[src/rtl/xfer_dma_pkg.sv]
package xfer_dma_pkg;

  localparam int WIN_AW = 16;

  // mode word bit positions
  localparam int MB_EN    = 0;
  localparam int MB_WIDE  = 1;
  localparam int MB_SINC  = 2;
  localparam int MB_DINC  = 3;
  localparam int MB_TRGLO = 4;
  localparam int MB_GO    = 6;
  localparam int MB_LNKLO = 8;

  // register field codes
  localparam logic [1:0] FLD_SRC  = 2'd0;
  localparam logic [1:0] FLD_DST  = 2'd1;
  localparam logic [1:0] FLD_CNT  = 2'd2;
  localparam logic [1:0] FLD_MODE = 2'd3;

  // trigger sources
  localparam logic [1:0] TRIG_SW   = 2'd0;
  localparam logic [1:0] TRIG_HW   = 2'd1;
  localparam logic [1:0] TRIG_LINK = 2'd2;

  typedef enum logic [2:0] {
    ST_IDLE, ST_REQ, ST_RD, ST_LAT, ST_WR
  } dmaState_t;

  // strobes from control to datapath
  typedef struct packed {
    logic       useSrc;   // drive source pointer on the bus
    logic       capture;  // latch read data
    logic       commit;   // step pointers and count of chSel
    logic [3:0] chSel;
  } dmaStrobes_t;

endpackage

[src/rtl/xfer_dma_regs.sv]
module xfer_dma_regs
  import xfer_dma_pkg::*;
#(
  parameter int NUM_CH = 4,
  parameter int CNT_W  = 8,
  localparam int CH_W  = (NUM_CH > 1) ? $clog2(NUM_CH) : 1,
  localparam int RA_W  = CH_W + 2
) (
  input  logic                     clk,
  input  logic                     rstN,
  input  logic                     regWrEn,
  input  logic [RA_W-1:0]          regAddr,
  input  logic [15:0]              regWrData,
  input  dmaStrobes_t              stb,
  input  logic [15:0]              memRData,
  output logic [NUM_CH-1:0]        chEn,
  output logic [NUM_CH-1:0]        swGo,
  output logic [NUM_CH-1:0]        modeWr,
  output logic [NUM_CH-1:0][1:0]   trigSel,
  output logic [NUM_CH-1:0][3:0]   linkSrc,
  output logic                     selLast,
  output logic                     selWide,
  output logic [WIN_AW-1:0]        busAddrLo,
  output logic [15:0]              wrData
);

  logic [WIN_AW-1:0] srcQ [NUM_CH];
  logic [WIN_AW-1:0] dstQ [NUM_CH];
  logic [CNT_W-1:0]  cntQ [NUM_CH];
  logic [NUM_CH-1:0] wideQ, sIncQ, dIncQ;
  logic [15:0]       holdQ;
  logic [CH_W-1:0]   sel;
  logic [1:0]        field;
  logic              selUnused;

  assign sel       = stb.chSel[CH_W-1:0];
  assign selUnused = ^stb.chSel;
  assign field     = regAddr[1:0];

  for (genvar g = 0; g < NUM_CH; g++) begin : g_ch
    logic hit, mine;
    logic [WIN_AW-1:0] step;

    assign hit       = regWrEn && (regAddr[RA_W-1:2] == CH_W'(g));
    assign mine      = stb.commit && (sel == CH_W'(g));
    assign step      = wideQ[g] ? WIN_AW'(2) : WIN_AW'(1);
    assign modeWr[g] = hit && (field == FLD_MODE);
    assign swGo[g]   = modeWr[g] && regWrData[MB_EN] && regWrData[MB_GO]
                       && (regWrData[MB_TRGLO+1:MB_TRGLO] == TRIG_SW);

    always_ff @(posedge clk) begin
      if (!rstN) begin
        srcQ[g]    <= '0;
        dstQ[g]    <= '0;
        cntQ[g]    <= '0;
        chEn[g]    <= 1'b0;
        wideQ[g]   <= 1'b0;
        sIncQ[g]   <= 1'b0;
        dIncQ[g]   <= 1'b0;
        trigSel[g] <= TRIG_SW;
        linkSrc[g] <= '0;
      end else begin
        if (mine) begin
          if (sIncQ[g]) srcQ[g] <= srcQ[g] + step;
          if (dIncQ[g]) dstQ[g] <= dstQ[g] + step;
          if (cntQ[g] == '0) chEn[g] <= 1'b0;
          else               cntQ[g] <= cntQ[g] - 1'b1;
        end
        if (hit) begin
          unique case (field)
            FLD_SRC: srcQ[g] <= regWrData[WIN_AW-1:0];
            FLD_DST: dstQ[g] <= regWrData[WIN_AW-1:0];
            FLD_CNT: cntQ[g] <= regWrData[CNT_W-1:0];
            default: begin
              chEn[g]    <= regWrData[MB_EN];
              wideQ[g]   <= regWrData[MB_WIDE];
              sIncQ[g]   <= regWrData[MB_SINC];
              dIncQ[g]   <= regWrData[MB_DINC];
              trigSel[g] <= regWrData[MB_TRGLO+1:MB_TRGLO];
              linkSrc[g] <= regWrData[MB_LNKLO+3:MB_LNKLO];
            end
          endcase
        end
      end
    end
  end

  always_ff @(posedge clk) begin
    if (!rstN)            holdQ <= '0;
    else if (stb.capture) holdQ <= memRData;
  end

  assign selLast   = (cntQ[sel] == '0);
  assign selWide   = wideQ[sel];
  assign busAddrLo = stb.useSrc ? srcQ[sel] : dstQ[sel];
  assign wrData    = selWide ? holdQ : {8'h00, holdQ[7:0]};

endmodule

[src/rtl/xfer_dma_ctrl.sv]
module xfer_dma_ctrl
  import xfer_dma_pkg::*;
#(
  parameter int NUM_CH = 4,
  localparam int CH_W  = (NUM_CH > 1) ? $clog2(NUM_CH) : 1
) (
  input  logic                   clk,
  input  logic                   rstN,
  input  logic [NUM_CH-1:0]      chEn,
  input  logic [NUM_CH-1:0]      swGo,
  input  logic [NUM_CH-1:0]      modeWr,
  input  logic [NUM_CH-1:0][1:0] trigSel,
  input  logic [NUM_CH-1:0][3:0] linkSrc,
  input  logic [NUM_CH-1:0]      hwReq,
  input  logic                   selLast,
  input  logic                   busGnt,
  output dmaStrobes_t            stb,
  output logic                   busReq,
  output logic                   memRd,
  output logic                   memWr,
  output logic [NUM_CH-1:0]      irqPulse,
  output logic [NUM_CH-1:0]      tcFlag
);

  dmaState_t         state;
  logic [NUM_CH-1:0] pendQ, setV, clrV, ready, doneV;
  logic [CH_W-1:0]   curCh, pick;
  logic              anyReady;

  always_comb begin
    for (int j = 0; j < NUM_CH; j++) begin
      setV[j] = swGo[j]
             || (chEn[j] && trigSel[j] == TRIG_HW && hwReq[j])
             || (chEn[j] && trigSel[j] == TRIG_LINK && state == ST_WR
                 && linkSrc[j] == 4'(curCh));
    end
  end

  assign clrV     = (state == ST_WR) ? (NUM_CH'(1) << curCh) : '0;
  assign doneV    = selLast ? clrV : '0;
  assign ready    = pendQ & chEn;
  assign anyReady = |ready;

  // lowest index wins
  always_comb begin
    pick = '0;
    for (int i = NUM_CH - 1; i >= 0; i--) begin
      if (ready[i]) pick = CH_W'(i);
    end
  end

  always_ff @(posedge clk) begin
    if (!rstN) begin
      state    <= ST_IDLE;
      curCh    <= '0;
      pendQ    <= '0;
      irqPulse <= '0;
      tcFlag   <= '0;
    end else begin
      pendQ    <= (pendQ & ~clrV & chEn) | setV;
      irqPulse <= doneV;
      tcFlag   <= (tcFlag & ~modeWr) | doneV;
      unique case (state)
        ST_IDLE: if (anyReady) begin
          curCh <= pick;
          state <= ST_REQ;
        end
        ST_REQ:  if (busGnt) state <= ST_RD;
        ST_RD:   state <= ST_LAT;
        ST_LAT:  state <= ST_WR;
        default: state <= ST_IDLE;
      endcase
    end
  end

  assign busReq      = (state != ST_IDLE);
  assign memRd       = (state == ST_RD);
  assign memWr       = (state == ST_WR);
  assign stb.useSrc  = (state == ST_RD);
  assign stb.capture = (state == ST_LAT);
  assign stb.commit  = (state == ST_WR);
  assign stb.chSel   = 4'(curCh);

  // a read and a write never share a cycle
  p_rd_wr_excl_r3: assert property (@(posedge clk) disable iff (!rstN)
    !(memRd && memWr));
  // every write comes two cycles after its read
  p_wr_after_rd_r3: assert property (@(posedge clk) disable iff (!rstN)
    memWr |-> $past(memRd, 2));
  // bus released only right after a write
  p_release_r3: assert property (@(posedge clk) disable iff (!rstN)
    $fell(busReq) |-> $past(memWr));
  // at most one terminal interrupt at a time
  p_irq_single_r7: assert property (@(posedge clk) disable iff (!rstN)
    $onehot0(irqPulse));

  for (genvar k = 0; k < NUM_CH; k++) begin : g_chk
    // interrupting channel is already switched off
    p_irq_disables_r7: assert property (@(posedge clk) disable iff (!rstN)
      irqPulse[k] |-> !chEn[k]);
    // flag only cleared by a mode write
    p_tc_sticky_r7: assert property (@(posedge clk) disable iff (!rstN)
      (tcFlag[k] && !modeWr[k]) |=> tcFlag[k]);
  end

endmodule

[src/rtl/xfer_dma.sv]
module xfer_dma
  import xfer_dma_pkg::*;
#(
  parameter int          NUM_CH  = 4,
  parameter int          CNT_W   = 8,
  parameter logic [15:0] BASE_HI = 16'h0080,
  localparam int CH_W = (NUM_CH > 1) ? $clog2(NUM_CH) : 1,
  localparam int RA_W = CH_W + 2
) (
  input  logic              clk,
  input  logic              rstN,
  input  logic              regWrEn,
  input  logic [RA_W-1:0]   regAddr,
  input  logic [15:0]       regWrData,
  input  logic [NUM_CH-1:0] hwReq,
  input  logic              busGnt,
  output logic              busReq,
  output logic [31:0]       memAddr,
  output logic              memRd,
  output logic              memWr,
  output logic              memWide,
  output logic [15:0]       memWData,
  input  logic [15:0]       memRData,
  output logic [NUM_CH-1:0] irqPulse,
  output logic [NUM_CH-1:0] tcFlag
);

  dmaStrobes_t              stb;
  logic [NUM_CH-1:0]        chEn, swGo, modeWr;
  logic [NUM_CH-1:0][1:0]   trigSel;
  logic [NUM_CH-1:0][3:0]   linkSrc;
  logic                     selLast;
  logic [WIN_AW-1:0]        busAddrLo;

  xfer_dma_regs #(.NUM_CH(NUM_CH), .CNT_W(CNT_W)) i_regs (
    .clk(clk), .rstN(rstN), .regWrEn(regWrEn), .regAddr(regAddr),
    .regWrData(regWrData), .stb(stb), .memRData(memRData),
    .chEn(chEn), .swGo(swGo), .modeWr(modeWr), .trigSel(trigSel),
    .linkSrc(linkSrc), .selLast(selLast), .selWide(memWide),
    .busAddrLo(busAddrLo), .wrData(memWData)
  );

  xfer_dma_ctrl #(.NUM_CH(NUM_CH)) i_ctrl (
    .clk(clk), .rstN(rstN), .chEn(chEn), .swGo(swGo), .modeWr(modeWr),
    .trigSel(trigSel), .linkSrc(linkSrc), .hwReq(hwReq), .selLast(selLast),
    .busGnt(busGnt), .stb(stb), .busReq(busReq), .memRd(memRd),
    .memWr(memWr), .irqPulse(irqPulse), .tcFlag(tcFlag)
  );

  assign memAddr = {BASE_HI, busAddrLo};

endmodule

[config.mk]
export PLATFORM = sky130hd
export DESIGN_NAME = xfer_dma
export DESIGN_NICKNAME = d
export VERILOG_FILES = /design/src/rtl/xfer_dma_pkg.sv /design/src/rtl/xfer_dma_regs.sv /design/src/rtl/xfer_dma_ctrl.sv /design/src/rtl/xfer_dma.sv
export SDC_FILE = /design/constraint.sdc
export NUM_CORES = 1
export LEC_CHECK = 0
export BUFFER_PORTS_ARGS = -buffer_cell sky130_fd_sc_hd__clkbuf_2
export CAP_MARGIN = 20
export CORE_UTILIZATION = 35
export DETAILED_ROUTE_END_ITERATION = 7
export PLACE_DENSITY = 0.54
export SETUP_SLACK_MARGIN = 0.05
export SYNTH_ARGS = -nofsm -noshare
export SYNTH_HDL_FRONTEND = slang
export SYNTH_SLANG_ARGS = --single-unit
[constraint.sdc]
create_clock -name clk -period 2.2 [get_ports clk]
set_clock_uncertainty 0.1 [all_clocks]
set_input_delay 0.22 -clock clk [delete_from_list [all_inputs] [get_ports clk]]
set_output_delay 0.22 -clock clk [all_outputs]
set_load 0.02 [all_outputs]
# == Word level (Yosys, flattened, before mapping) ==
# Memories as Yosys holds them, arrays and structs flattened. A register that Yosys moved wholly into a read port is not among the register bits.
# Index checks and enable logic that the tools add are counted.
# word_totals
n_memories,3
output_inout_bits,60
ff_bits,73
word_cells,329
ram_bits,160
input_bits,44
# op_classes
shift,1
addsub,12
n_eq_ne,27
n_lt_le_gt_ge,1
n_bitwise,33
n_reduce_logical,71
mux,151
# memory_table
memory,words,word_bits,read_ports,rd_ports_with_merged_regs,write_ports,line_no,source
i_regs.dstQ,4,16,5,1,4,xfer_dma_regs.sv:28,logic [WIN_AW-1:0] dstQ [NUM_CH];
i_regs.srcQ,4,16,5,1,4,xfer_dma_regs.sv:27,logic [WIN_AW-1:0] srcQ [NUM_CH];
i_regs.cntQ,4,8,5,1,4,xfer_dma_regs.sv:29,logic [CNT_W-1:0] cntQ [NUM_CH];
# op_table
cell,n
$mux W16,18
$add A16 B16 Y16,8
$mux W1,105
$mux W8,8
$logic_and A1 B1 Y1,44
$logic_not A8 Y1,5
$sub A8 B1 Y8 const B,4
$mux W2,14
$or A1 B1 Y1,24
$eq A2 B2 Y1 const B,10
$and A4 B4 Y4,4
$eq A4 B2 Y1,4
$eq A2 B1 Y1 const B,7
$pmux W3 S4,1
$reduce_and A2 Y1,6
$logic_not A2 Y1,4
$logic_or A1 B1 Y1,8
$mux W4,2
$not A4 Y4,2
$or A4 B4 Y4,2
$eq A3 B2 Y1 const B,2
$mux W3,2
$reduce_or A4 Y1,1
$shl A1 B2 Y4 const A,1
other kinds (10),10

# == Longest topological paths before layout ==
# depth
depth_word,9
ltp_mapped,8
ltp_nobuf,8

# == Hierarchy ==
# From an unflattened synthesis, not the netlist that was laid out.
# unflattened
hier_cells,1431
area_unflattened_um2,14158.6
# modules_own_cells
mod,area_per_inst_um2,instances,seq_area_each_um2,cells_each
xfer_dma_regs,13076.3,1,5925.7,1306
xfer_dma_ctrl,954.7,1,340.3,107
xfer_dma,127.6,1,0.0,18

# == Worst setup path after synthesis ==
# No wires, ideal clock.
# synth_path
path_kind,register to register
start,reg i_regs.wideQ[1]
end,mem i_regs.dstQ[1][10] (data pin)
t_arrival_ns,1.945
setup_time_ns,0.261
setup_slack_ns,-0.106
synth_period_minus_slack_ns,2.306
path_stages_with_launch,9
n_path_buf,0
required_ns,1.839
cell_sequence,dfxtp_1 -> inv_1 -> ha_1 -> fa_1 -> and3_1 -> and4_1 -> and4_1 -> xnor2_1 -> o21ai_0
# synth_lines
element,line_no,source
start: declaration,xfer_dma_regs.sv:30,"logic [NUM_CH-1:0] wideQ, sIncQ, dIncQ;"
start signal: indexed assignment,xfer_dma_regs.sv:76,wideQ[g] <= regWrData[MB_WIDE];
end: declaration,xfer_dma_regs.sv:28,

==> flow_summary.toml <==
[synth]
postSynthCellCount = 1459
syn_area_um2 = 14100
yosys_warnings = 0
seq_area_frac_synth_pct = 44.6
synth_top_area_cell = "edfxtp_1"
netlist.area_leader.share_pct = 34.0
synth_top_cells_by_area = "edfxtp_1 (34%), dfxtp_1 (11%), nand2_1 (9.0%)"
synth_edf_count = 160
yosys_most_used_dff = "edfxtp_1"
synth_area_per_cell_um2 = 9.70
async_reset_ff_share_pct = 0
ys_ff_latch = 235
yosys.cell_types.count = 64

[hold_path]
worstHoldPathCells = 3
holdCritPathClass = "in -> reg"

[worst_setup_path]
worst-setup-path-type = "reg -> out"
cp-start-kind = "flop"
ff2ff_path_depth = 8
crit_end = "memAddr[8]"
crit_path_end_kind = "primary output"
cp.arrival_ns = 2.22
worstPathRequired_ns = 1.88
rrSetupSlack_ns = 0.07
cp_max_fo = 8
r2r-start = "i_regs.wideQ[1]"
rr_endpoint = "i_regs.dstQ[1][10]"

[sta]
worst_slack_ns = -0.340
period_share_pct = 115
fin_hold_ws_ns = 0.0421
finalSetupViolations = 24
drv_slew = 0
max-slew-margin-rel_pct = 52.8
worst_slew_pin_slew_ns = 0.706
rsz0062_at_grt = "yes"
fmaxAchievable_mhz = 394
fin_tns_setup_ns = -5.18
hold_viol_final = 0
fin_crit_ns = 2.54

[cells_and_area]
drive_above_1_share_pct = 22.1
instances_no_fill = 2157
antenna-diode-count = 0
area_delta_synth_final_pct = 22.8
fin_nets = 1691

[clock_tree]
cts_buffers = 28
clock_sinks = 235
insertion_delay_ns = 0.56
ctsHtreeMaxLevel = 1
path_clk_slew_ns = 0.06
clockRootBuffer = "clkbuf_16"
ctsLongestPathBuffers = 3
cts_tree = "yes"

[floorplanning]
rows = 73
core_um2 = 39800
start_util_pct = 35.5
ioPinCount = 104
die_h_um = 203
die_x_um = 203
dieArea_um2 = 41200

[routing]
viasPerCell = 5.30
drt_iter0_drc = 758
wl_um = 42600
drt_pass1_iterations = 6
wl_per_cell_um = 19.7
drc = 0
dr_total_vias = 11400
postRouteAntennaNets = 0

[placement]
place_inst = 2067
numPortBuffers = 87
gp_congestion = 0.845
dp_hpwl_um = 29000

[run]
drv_cap = 0

[grt]
grt_overflow = 0
antenna_found_initial = 0
grt_pass1_vias = 11200
grt_max_degree = 49
grt_usage_pct = 20.8
grt_pass1_wl_um = 66300

[power_and_ir_drop]
pwr-share-comb_pct = 8.9
seqPwrFrac_pct = 48.5
ir_worst_vdd_uv = 558
swShare_pct = 25.0
power.internal_w = 0.00784
p_clk_share_pct = 42.6
p_leak_nw = 6.12
power.switching_w = 0.00261
power_density_nw_per_um2 = 601

[status]
violations = "negative setup slack"
outcome = "complete, but fails checks"
## through the flow
step	total power [W]	instance area, um^2	util (%)	worst slack [ns]
after detailed placement	0.00598	15600	39.1	-0.00688
final	0.0104	17400	43.6	-0.340
after global routing	0.0108	17400	43.6	-0.360
after floorplan	0.00562	14200	-	0.0746
after global placement	0.00597	15600	39.1	-0.0129
after CTS	0.0105	17000	42.7	-0.372
## worst min-delay path by stage
| stage | from | to | slack [ns] |
|---|---|---|---|
| 4_1_cts | regWrData[15] | i_regs.srcQ[0][15] | 0.003 |
| 2_1_floorplan | memRData[10] | i_regs.holdQ[10] | 0.26 |
| 5_1_grt | regWrData[13] | i_regs.srcQ[2][13] | 0.04 |
| 6_report | regWrData[15] | i_regs.dstQ[0][15] | 0.04 |
| 3_3_place_gp | i_regs.holdQ[9] | i_regs.holdQ[9] | 0.35 |
| 3_5_place_dp | i_ctrl.tcFlag[2] | i_ctrl.tcFlag[2] | 0.35 |
## power groups by stage
stage               Combinational [W]  Sequential, W  Clock (W)
floorplan                    0.000524        0.00510          0
global placement             0.000816        0.00516          0
detailed placement           0.000821        0.00516          0
CTS                          0.000885        0.00507    0.00454
global route                  0.00100        0.00509    0.00470
finish                       0.000926        0.00507    0.00445
## cells in the final DEF, fill, tap and decap left out, types with 22 or more instances in the layout
master         count
mux4_2            35
a21boi_0          54
dlygate4sd3_1     22
dfxtp_1           68
xnor2_1           59
xor2_1            83
o21ai_1           24
nor2_1            37
buf_4             84
nand3_1           47
o21ai_0          142
edfxtp_1         160
clkbuf_2          62
nand2_1          338
nand4_1           30
inv_1             37
clkbuf_16         31
## state kept, by name (all words and copies together) (netlist names), 8 cells and up, named ones only
register,flops
i_regs.trigSel,8
i_regs.cntQ,32
i_regs.linkSrc,16
i_regs.srcQ,64
i_regs.dstQ,64
i_regs.holdQ,16
## per-layer routing
layer | global-route usage [%] | wire length (um)
met5 | 0 | 0
met4 | 5.96 | 1070
met1 | 28.5 | 19400
met3 | 3.21 | 2380
met2 | 33.8 | 19700
## cell type report
| cell class | count | area [um^2] |
|---|---|---|
| Clock inverter | 4 | 17.5 |
| Inverter | 38 | 143 |
| Timing Repair Buffer | 213 | 1850 |
| Tap cell | 525 | 657 |
| Sequential cell | 235 | 6320 |
| Fill cell | 3821 | 22500 |
| Multi-Input combinational cell | 1099 | 7550 |
| Clock buffer | 43 | 830 |
## cells in the mapped netlist (28+ instances only)
master      n
nand2_1   338
clkbuf_1   44
o21ai_0   166
nor2_1     40
mux4_2     34
buf_4      28
a21boi_0   54
nand4_1    30
xor2_1     83
xnor2_1    59
inv_1      38
dfxtp_1    75
nand3_1    47
edfxtp_1  160
## kinds of logic after synthesis
family	Yosys count	synth area share, %
simple gates	601	21.3
compound gates	257	10.7
other cells	2	0.0531
fa+ha+maj	32	3.25
buf+inv	140	4.68
flops	235	44.6
mux	50	6.69
xor+xnor	142	8.79
## critical path, stage by stage (launching register included)
cell and delay, ns:
dfxtp_4 0.47, clkbuf_16 0.21, mux4_2 0.52, mux2_4 0.31
buf_8 0.14
## what timing repair did
item	4_1_cts	5_1_grt
hold buffers	22	0
setup buffers	8	11
gates cloned	2	1
gates resized for setup	73	110
pin swaps	12	20
setup endpoints to repair	36	141
endpoints found under the hold margin	22	0
Note: power is estimated with default switching activity, not from simulation.
